**src/rtl/txs_pkg.sv**
```systemverilog
package txs_pkg;
  localparam int CH_W   = 3;
  localparam int N_CH   = 1 << CH_W;
  localparam int F_ACT  = 3;
  localparam int F_MODE = 8;
  localparam int F_EN   = 19;

  typedef enum logic [1:0] {
    FLD_STATUS = 2'd0,
    FLD_WPTR   = 2'd1,
    FLD_RPTR   = 2'd2
  } cfg_fld_e;

  // rank 0 marks a channel that is never served
  function automatic logic [2:0] chan_rank(input logic [CH_W-1:0] ch);
    case (ch)
      3'd7:    chan_rank = 3'd5;
      3'd3:    chan_rank = 3'd4;
      3'd2:    chan_rank = 3'd3;
      3'd1:    chan_rank = 3'd2;
      3'd0:    chan_rank = 3'd1;
      default: chan_rank = 3'd0;
    endcase
  endfunction
endpackage

```
**src/rtl/txs_queue_file.sv**
```systemverilog
module txs_queue_file
  import txs_pkg::*;
#(
  parameter int NQ          = 16,
  parameter int PW          = 8,
  parameter int RETRY_LIMIT = 3,
  localparam int QW = $clog2(NQ),
  localparam int RW = $clog2(RETRY_LIMIT + 1)
) (
  input  logic                     clk,
  input  logic                     rst_n,
  input  logic                     cfg_we,
  input  logic [QW-1:0]            cfg_queue,
  input  logic [1:0]               cfg_field,
  input  logic [31:0]              cfg_wdata,
  input  logic                     take,
  input  logic [QW-1:0]            take_queue,
  input  logic                     cpl_valid,
  input  logic [QW-1:0]            cpl_queue,
  input  logic                     cpl_ack,
  output logic [NQ-1:0]            elig,
  output logic [NQ-1:0][CH_W-1:0]  chan,
  output logic                     drop_valid,
  output logic [QW-1:0]            drop_queue
);
  logic [NQ-1:0] inflight;
  logic [NQ-1:0] last_try;

  for (genvar i = 0; i < NQ; i++) begin : g_q
    logic [PW-1:0]   rd_r, wr_r;
    logic [CH_W-1:0] ch_r;
    logic            act_r, en_r, win_r, fly_r;
    logic [RW-1:0]   try_r;
    logic            hit, took, done, give_up;

    assign hit     = cfg_we && (cfg_queue == QW'(i));
    assign took    = take && (take_queue == QW'(i));
    assign done    = cpl_valid && (cpl_queue == QW'(i)) && fly_r;
    assign give_up = done && !cpl_ack && (try_r == RW'(RETRY_LIMIT - 1));

    always_ff @(posedge clk) begin
      if (!rst_n) begin
        rd_r <= '0; wr_r <= '0; ch_r <= '0;
        act_r <= 1'b0; en_r <= 1'b0; win_r <= 1'b0; fly_r <= 1'b0;
        try_r <= '0;
      end else begin
        if (hit && cfg_field == FLD_STATUS) begin
          ch_r  <= cfg_wdata[CH_W-1:0];
          act_r <= cfg_wdata[F_ACT];
          win_r <= cfg_wdata[F_MODE];
          en_r  <= cfg_wdata[F_EN];
        end
        if (hit && cfg_field == FLD_WPTR) wr_r <= cfg_wdata[PW-1:0];
        if (hit && cfg_field == FLD_RPTR)
          rd_r <= cfg_wdata[PW-1:0];
        else if ((took && win_r) || (done && (cpl_ack || give_up)))
          rd_r <= rd_r + 1'b1;
        if (took && !win_r) fly_r <= 1'b1;
        else if (done)      fly_r <= 1'b0;
        if (done) try_r <= (cpl_ack || give_up) ? '0 : try_r + 1'b1;
      end
    end

    assign elig[i] = act_r && en_r && (chan_rank(ch_r) != 3'd0) &&
                     (wr_r != rd_r) && !fly_r;
    assign chan[i]     = ch_r;
    assign inflight[i] = fly_r;
    assign last_try[i] = (try_r == RW'(RETRY_LIMIT - 1));

    AST_ONE_IN_FLIGHT: assert property (@(posedge clk) disable iff (!rst_n)
      took |-> !fly_r);
  end

  always_ff @(posedge clk) begin
    if (!rst_n) begin
      drop_valid <= 1'b0;
      drop_queue <= '0;
    end else begin
      drop_valid <= cpl_valid && !cpl_ack && inflight[cpl_queue] && last_try[cpl_queue];
      drop_queue <= cpl_queue;
    end
  end
endmodule

```
**src/rtl/txs_pick.sv**
```systemverilog
module txs_pick
  import txs_pkg::*;
#(
  parameter int NQ = 16,
  localparam int QW = $clog2(NQ)
) (
  input  logic                     clk,
  input  logic                     rst_n,
  input  logic [NQ-1:0]            elig,
  input  logic [NQ-1:0][CH_W-1:0]  chan,
  input  logic                     adv,
  output logic                     pick_valid,
  output logic [QW-1:0]            pick_queue,
  output logic [CH_W-1:0]          pick_chan
);
  logic [N_CH-1:0][QW-1:0] last;
  logic [2:0]              best_rank;
  logic                    found;
  int                      idx;

  always_comb begin
    best_rank  = 3'd0;
    pick_chan  = '0;
    pick_queue = '0;
    found      = 1'b0;
    idx        = 0;
    for (int q = 0; q < NQ; q++) begin
      if (elig[q] && chan_rank(chan[q]) > best_rank) begin
        best_rank = chan_rank(chan[q]);
        pick_chan = chan[q];
      end
    end
    for (int k = 1; k <= NQ; k++) begin
      idx = int'(last[pick_chan]) + k;
      if (idx >= NQ) idx = idx - NQ;
      if (!found && elig[idx] && chan[idx] == pick_chan) begin
        found      = 1'b1;
        pick_queue = QW'(idx);
      end
    end
  end

  assign pick_valid = found;

  always_ff @(posedge clk) begin
    if (!rst_n)   last <= '0;
    else if (adv) last[pick_chan] <= pick_queue;
  end

  AST_PICK_ELIGIBLE: assert property (@(posedge clk) disable iff (!rst_n)
    pick_valid |-> elig[pick_queue]);
endmodule

```
**src/rtl/txs_sched.sv**
```systemverilog
module txs_sched
  import txs_pkg::*;
#(
  parameter int NQ          = 16,
  parameter int PW          = 8,
  parameter int RETRY_LIMIT = 3,
  localparam int QW = $clog2(NQ)
) (
  input  logic            clk,
  input  logic            rst_n,
  input  logic            cfg_we,
  input  logic [QW-1:0]   cfg_queue,
  input  logic [1:0]      cfg_field,
  input  logic [31:0]     cfg_wdata,
  input  logic            cpl_valid,
  input  logic [QW-1:0]   cpl_queue,
  input  logic            cpl_ack,
  output logic            gnt_valid,
  input  logic            gnt_ready,
  output logic [QW-1:0]   gnt_queue,
  output logic [CH_W-1:0] gnt_chan,
  output logic            drop_valid,
  output logic [QW-1:0]   drop_queue
);
  logic [NQ-1:0]           elig;
  logic [NQ-1:0][CH_W-1:0] chan;
  logic                    pick_valid, load;
  logic [QW-1:0]           pick_queue;
  logic [CH_W-1:0]         pick_chan;

  assign load = pick_valid && (!gnt_valid || gnt_ready);

  txs_queue_file #(.NQ(NQ), .PW(PW), .RETRY_LIMIT(RETRY_LIMIT)) u_qf (
    .clk, .rst_n, .cfg_we, .cfg_queue, .cfg_field, .cfg_wdata,
    .take(load), .take_queue(pick_queue),
    .cpl_valid, .cpl_queue, .cpl_ack,
    .elig, .chan, .drop_valid, .drop_queue
  );

  txs_pick #(.NQ(NQ)) u_pick (
    .clk, .rst_n, .elig, .chan, .adv(load),
    .pick_valid, .pick_queue, .pick_chan
  );

  always_ff @(posedge clk) begin
    if (!rst_n) begin
      gnt_valid <= 1'b0;
      gnt_queue <= '0;
      gnt_chan  <= '0;
    end else if (load) begin
      gnt_valid <= 1'b1;
      gnt_queue <= pick_queue;
      gnt_chan  <= pick_chan;
    end else if (gnt_ready) begin
      gnt_valid <= 1'b0;
    end
  end

  AST_OFFER_HELD: assert property (@(posedge clk) disable iff (!rst_n)
    gnt_valid && !gnt_ready |=> gnt_valid && $stable(gnt_queue) && $stable(gnt_chan));
  AST_NO_IDLE_CHAN: assert property (@(posedge clk) disable iff (!rst_n)
    gnt_valid |-> (gnt_chan <= 3'd3 || gnt_chan == 3'd7));
  AST_DROP_CAUSE: assert property (@(posedge clk) disable iff (!rst_n)
    drop_valid |-> $past(cpl_valid && !cpl_ack) && drop_queue == $past(cpl_queue));
endmodule

```
**config.mk**
```make
export PLATFORM = sky130hd
export DESIGN_NAME = txs_sched
export DESIGN_NICKNAME = d
export VERILOG_FILES = /design/src/rtl/txs_pkg.sv /design/src/rtl/txs_queue_file.sv /design/src/rtl/txs_pick.sv /design/src/rtl/txs_sched.sv
export SDC_FILE = /design/constraint.sdc
export NUM_CORES = 2
export LEC_CHECK = 0
export ABC_AREA = 1
export CAP_MARGIN = 20
export CORE_MARGIN = 2
export CORE_UTILIZATION = 50
export DETAILED_ROUTE_END_ITERATION = 7
export GPL_TIMING_DRIVEN = 0
export PLACE_DENSITY = 0.66
export SETUP_SLACK_MARGIN = 0.02
export SYNTH_ARGS = -nofsm -noshare
export SYNTH_HDL_FRONTEND = slang
export SYNTH_SLANG_ARGS = --single-unit
```
**constraint.sdc**
```tcl
create_clock -name clk -period 28.5 [get_ports clk]
set_clock_uncertainty 0.15 [all_clocks]
set_input_delay 5.7 -clock clk [delete_from_list [all_inputs] [get_ports clk]]
set_output_delay 5.7 -clock clk [all_outputs]
set_load 0.01 [all_outputs]
```
==> flow_metrics.py <==
metrics = {
    "global_routing": {
        "antenna_found_initial": 2,
        "grt_pass1_vias": 29000,
        "grt_max_degree": 14,
        "groute.usage.overall": 0.367,
        "grt_pass1_wl_um": 178000,
        "grt.overflow.total": 0,
    },
    "route": {
        "drc_errors": 0,
        "drt.antenna.violating_nets": 0,
        "num_vias": 32600,
        "drt_first_pass_iters": 6,
        "routedWlPerCell_um": 21.0,
        "via_per_inst": 5.72,
        "drtIter0Drc": 3480,
        "routed_wl_um": 119000,
    },
    "power_and_ir_drop": {
        "power_mw": 3.08,
        "p_int_mw": 1.49,
        "pwr-share-comb": 0.570,
        "powerDensity_mw_per_mm2": 90.5,
        "clkPwrFrac": 0.223,
        "power_switching_mw": 1.59,
        "p_sw_frac": 0.517,
        "power.leakage_nw": 14.9,
        "pwr-share-seq": 0.207,
        "vdd_drop_max_uv": 109,
    },
    "place": {
        "finalWeightedCongestion": 1.07,
        "portBuffers": 35,
        "hpwlAfterDp_um": 92200,
        "placedCellCount": 5598,
    },
    "floorplanning": {
        "die_area_mm2": 0.0636,
        "fp.dieW_um": 252,
        "fp.dieH_um": 252,
        "rows": 91,
        "start_util": 0.502,
        "coreArea_mm2": 0.0614,
        "ios": 61,
    },
    "worst_setup_path": {
        "crit_type": "flip-flop to flip-flop",
        "worstReg2RegStart": "u_qf.g_q[0].rd_r[0]",
        "max_stage_delay_ns": 0.70,
        "end_kind": "flip-flop",
        "startpoint_type": "flip-flop",
        "startpoint": "u_qf.g_q[0].rd_r[0]",
        "worstPathRequired_ns": 28.87,
        "path_common_cell": "o21ai_0",
        "slowest_stage": "nor4_2",
        "worstPathMaxFanout": 12,
        "arrival_ns": 25.14,
    },
    "timing": {
        "fin_tns_setup_ns": 0,
        "period_minus_slack_ns": 24.77,
        "finalHoldViolations": 0,
        "max_freq_mhz": 40.4,
        "worstMarginPinSlew_ns": 1.20,
        "setup_violations": 0,
        "drv_slew": 0,
        "worst_hold_slack_ns": 0.296,
        "period_share": 0.869,
        "rsz0062_at_grt": "false",
        "relSlewSlack": 0.192,
    },
    "clocking": {
        "cts_tree": "yes",
        "clock_tree.htree_level_count": 2,
        "cts_setup_buffers": 0,
        "cts_made_buffers": 50,
        "cts_hold_buf": 0,
        "clk_latency_ns": 0.63,
        "root_buffer": "clkbuf_16",
        "clkTransAtPathRegs_ns": 0.06,
        "cts_resized": 0,
        "cts.sinks": 433,
        "cts_max_path_buffers": 3,
    },
    "finish": {
        "stdcell_count": 5691,
        "fin_nets": 4968,
        "num-fill-cells": 6317,
        "syn2layout_area_growth_pct": 10.4,
        "drive_above_1_share": 0.101,
    },
    "synthesis": {
        "syn_avg_cell_area_um2": 6.47,
        "syn_area_mm2": 0.0308,
        "syn_inst": 4762,
        "synth.distinct_cells": 75,
        "post-synth-top-count-cell": "nand2_1",
        "yosysSeqAreaShare": 0.281,
        "yosysWarnings": 0,
        "synthTopCellsByCount": "nand2_1 (993), nor2_1 (478), inv_1 (471), nand3_1 (437), dfxtp_1 (433)",
        "synthArstFlopShare": 0,
        "ys_seq_elements": 433,
        "syn_nets": 4870,
        "synthFlopType": "dfxtp_1",
        "yosys.area.top_type_share": 0.281,
        "synth_edf_count": 0,
        "synth_top_cell_by_area": "dfxtp_1",
        "ys_top_cells_by_area": "dfxtp_1 (28%), nand2_1 (12%), nand3_1 (7.1%), o21ai_0 (6.8%), nor2_1 (5.8%)",
    },
    "worst_hold_path": {
        "worstHoldStart": "u_qf.g_q[6].en_r",
        "hold_path_class": "flip-flop to flip-flop",
    },
    "run": {
        "maxCapViolCount": 0,
    },
    "run_status": {
        "status": "finished clean",
    },
}
-- layout by cell type, fill, tap and decap left out, drive strengths merged, types with 2 or more instances in the layout --
master	n
a211o	2
a211oi	27
a21oi	347
a221oi	2
a22oi	2
a31oi	16
and2	4
buf	102
bufinv	5
clkbuf	191
clkdlybuf4s50	35
clkinv	37
clkinvlp	5
dfxtp	433
dlygate4sd3	4
ha	60
inv	535
mux2i	5
nand2	1090
nand3	496
nand3b	13
nand4	121
nor2	516
nor3	64
nor3b	2
nor4	20
nor4b	9
o2111a	2
o2111ai	2
o211ai	39
o21a	3
o21ai	461
o21bai	15
o22ai	20
o32ai	4
or2	22
xnor2	66
xor2	116
-- layout make-up --
type,instances,area (um^2),area share
Multi-Input combinational cell,3551,18700,0.549
Sequential cell,433,8670,0.255
Inverter,557,2110,0.0619
Clock buffer,67,1450,0.0425
Buffer,221,1350,0.0398
Tap cell,790,988,0.0290
Timing Repair Buffer,46,473,0.0139
Clock inverter,25,294,0.00864
Antenna cell,1,2.50,0.0000735
-- layer usage --
metal / vias to the layer above / global-route usage / part of all wire
met3: 258 / 0.0561 / 0.088
met4: 2 / 0.169 / 0.048
met2: 1363 / 0.566 / 0.43
met1: 15000 / 0.503 / 0.43
li1: 15900 / - / -
met5: - / 0 / 0.000092
-- logic make-up (layout without fill, tap and decap cells) --
family / count (synthesis) / in the layout / synth area share
AND/OR/NAND/NOR: 2357 / 2357 / 0.361
multiplexers: 5 / 5 / 0.00162
buffers and inverters: 778 / 916 / 0.112
flip-flops: 433 / 433 / 0.281
XOR/XNOR: 182 / 182 / 0.0531
adder cells (fa/ha/maj): 60 / 60 / 0.0244
AO/OA/AOI/OAI: 947 / 947 / 0.166
other: 0 / 1 / 0
-- path summary, 6_finish.rpt --
check / slack [ns] / depth (start not counted) / to
worst max-delay path: 3.73 / 132 / u_qf.g_q[0].rd_r[7]
worst min register to register: 0.30 / 2 / u_qf.g_q[6].en_r
worst min-delay path: 0.30 / 2 / u_qf.g_q[6].en_r
worst max register to register: 3.73 / 132 / u_qf.g_q[0].rd_r[7]
-- state kept, by name, summed over array words and instances (netlist names) --
name             cells
u_qf.g_q.win_r      16
u_qf.drop_queue      4
u_qf.g_q.fly_r      16
u_qf.g_q.wr_r      128
gnt_queue            4
u_qf.g_q.en_r       16
u_qf.drop_valid      1
u_qf.g_q.ch_r       48
gnt_valid            1
u_qf.g_q.rd_r      128
u_qf.g_q.try_r      32
u_qf.g_q.act_r      16
u_pick.last         20
gnt_chan             3
-- through the flow --
| step | instance area [um^2] | setup WS (ns) | util |
|---|---|---|---|
| finish | 34000 | 3.73 | 0.555 |
| global route | 34000 | 1.71 | 0.554 |
| CTS | 34000 | 4.09 | 0.554 |
| detailed placement | 32300 | 4.14 | 0.526 |
| global placement | 32200 | 4.22 | 0.524 |
| floorplan | 30800 | 8.89 | - |
-- power groups by stage --
stage / combinational [mW] / sequential (mW) / clock [mW]
detailed placement: 1.71 / 0.651 / 0
global placement: 1.70 / 0.650 / 0
finish: 1.75 / 0.638 / 0.687
global route: 1.87 / 0.639 / 0.714
CTS: 1.71 / 0.637 / 0.692
floorplan: 1.20 / 0.648 / 0
-- critical path: cells and delay by family (launching register included) --
family / cells / cell delay [ns]
buffers and inverters: 15 / 2.66
flip-flops: 1 / 0.42
AND/OR/NAND/NOR: 68 / 8.48
AO/OA/AOI/OAI: 33 / 8.10
adder cells (fa/ha/maj): 16 / 4.82
Note: power is estimated with default switching activity, not from simulation.
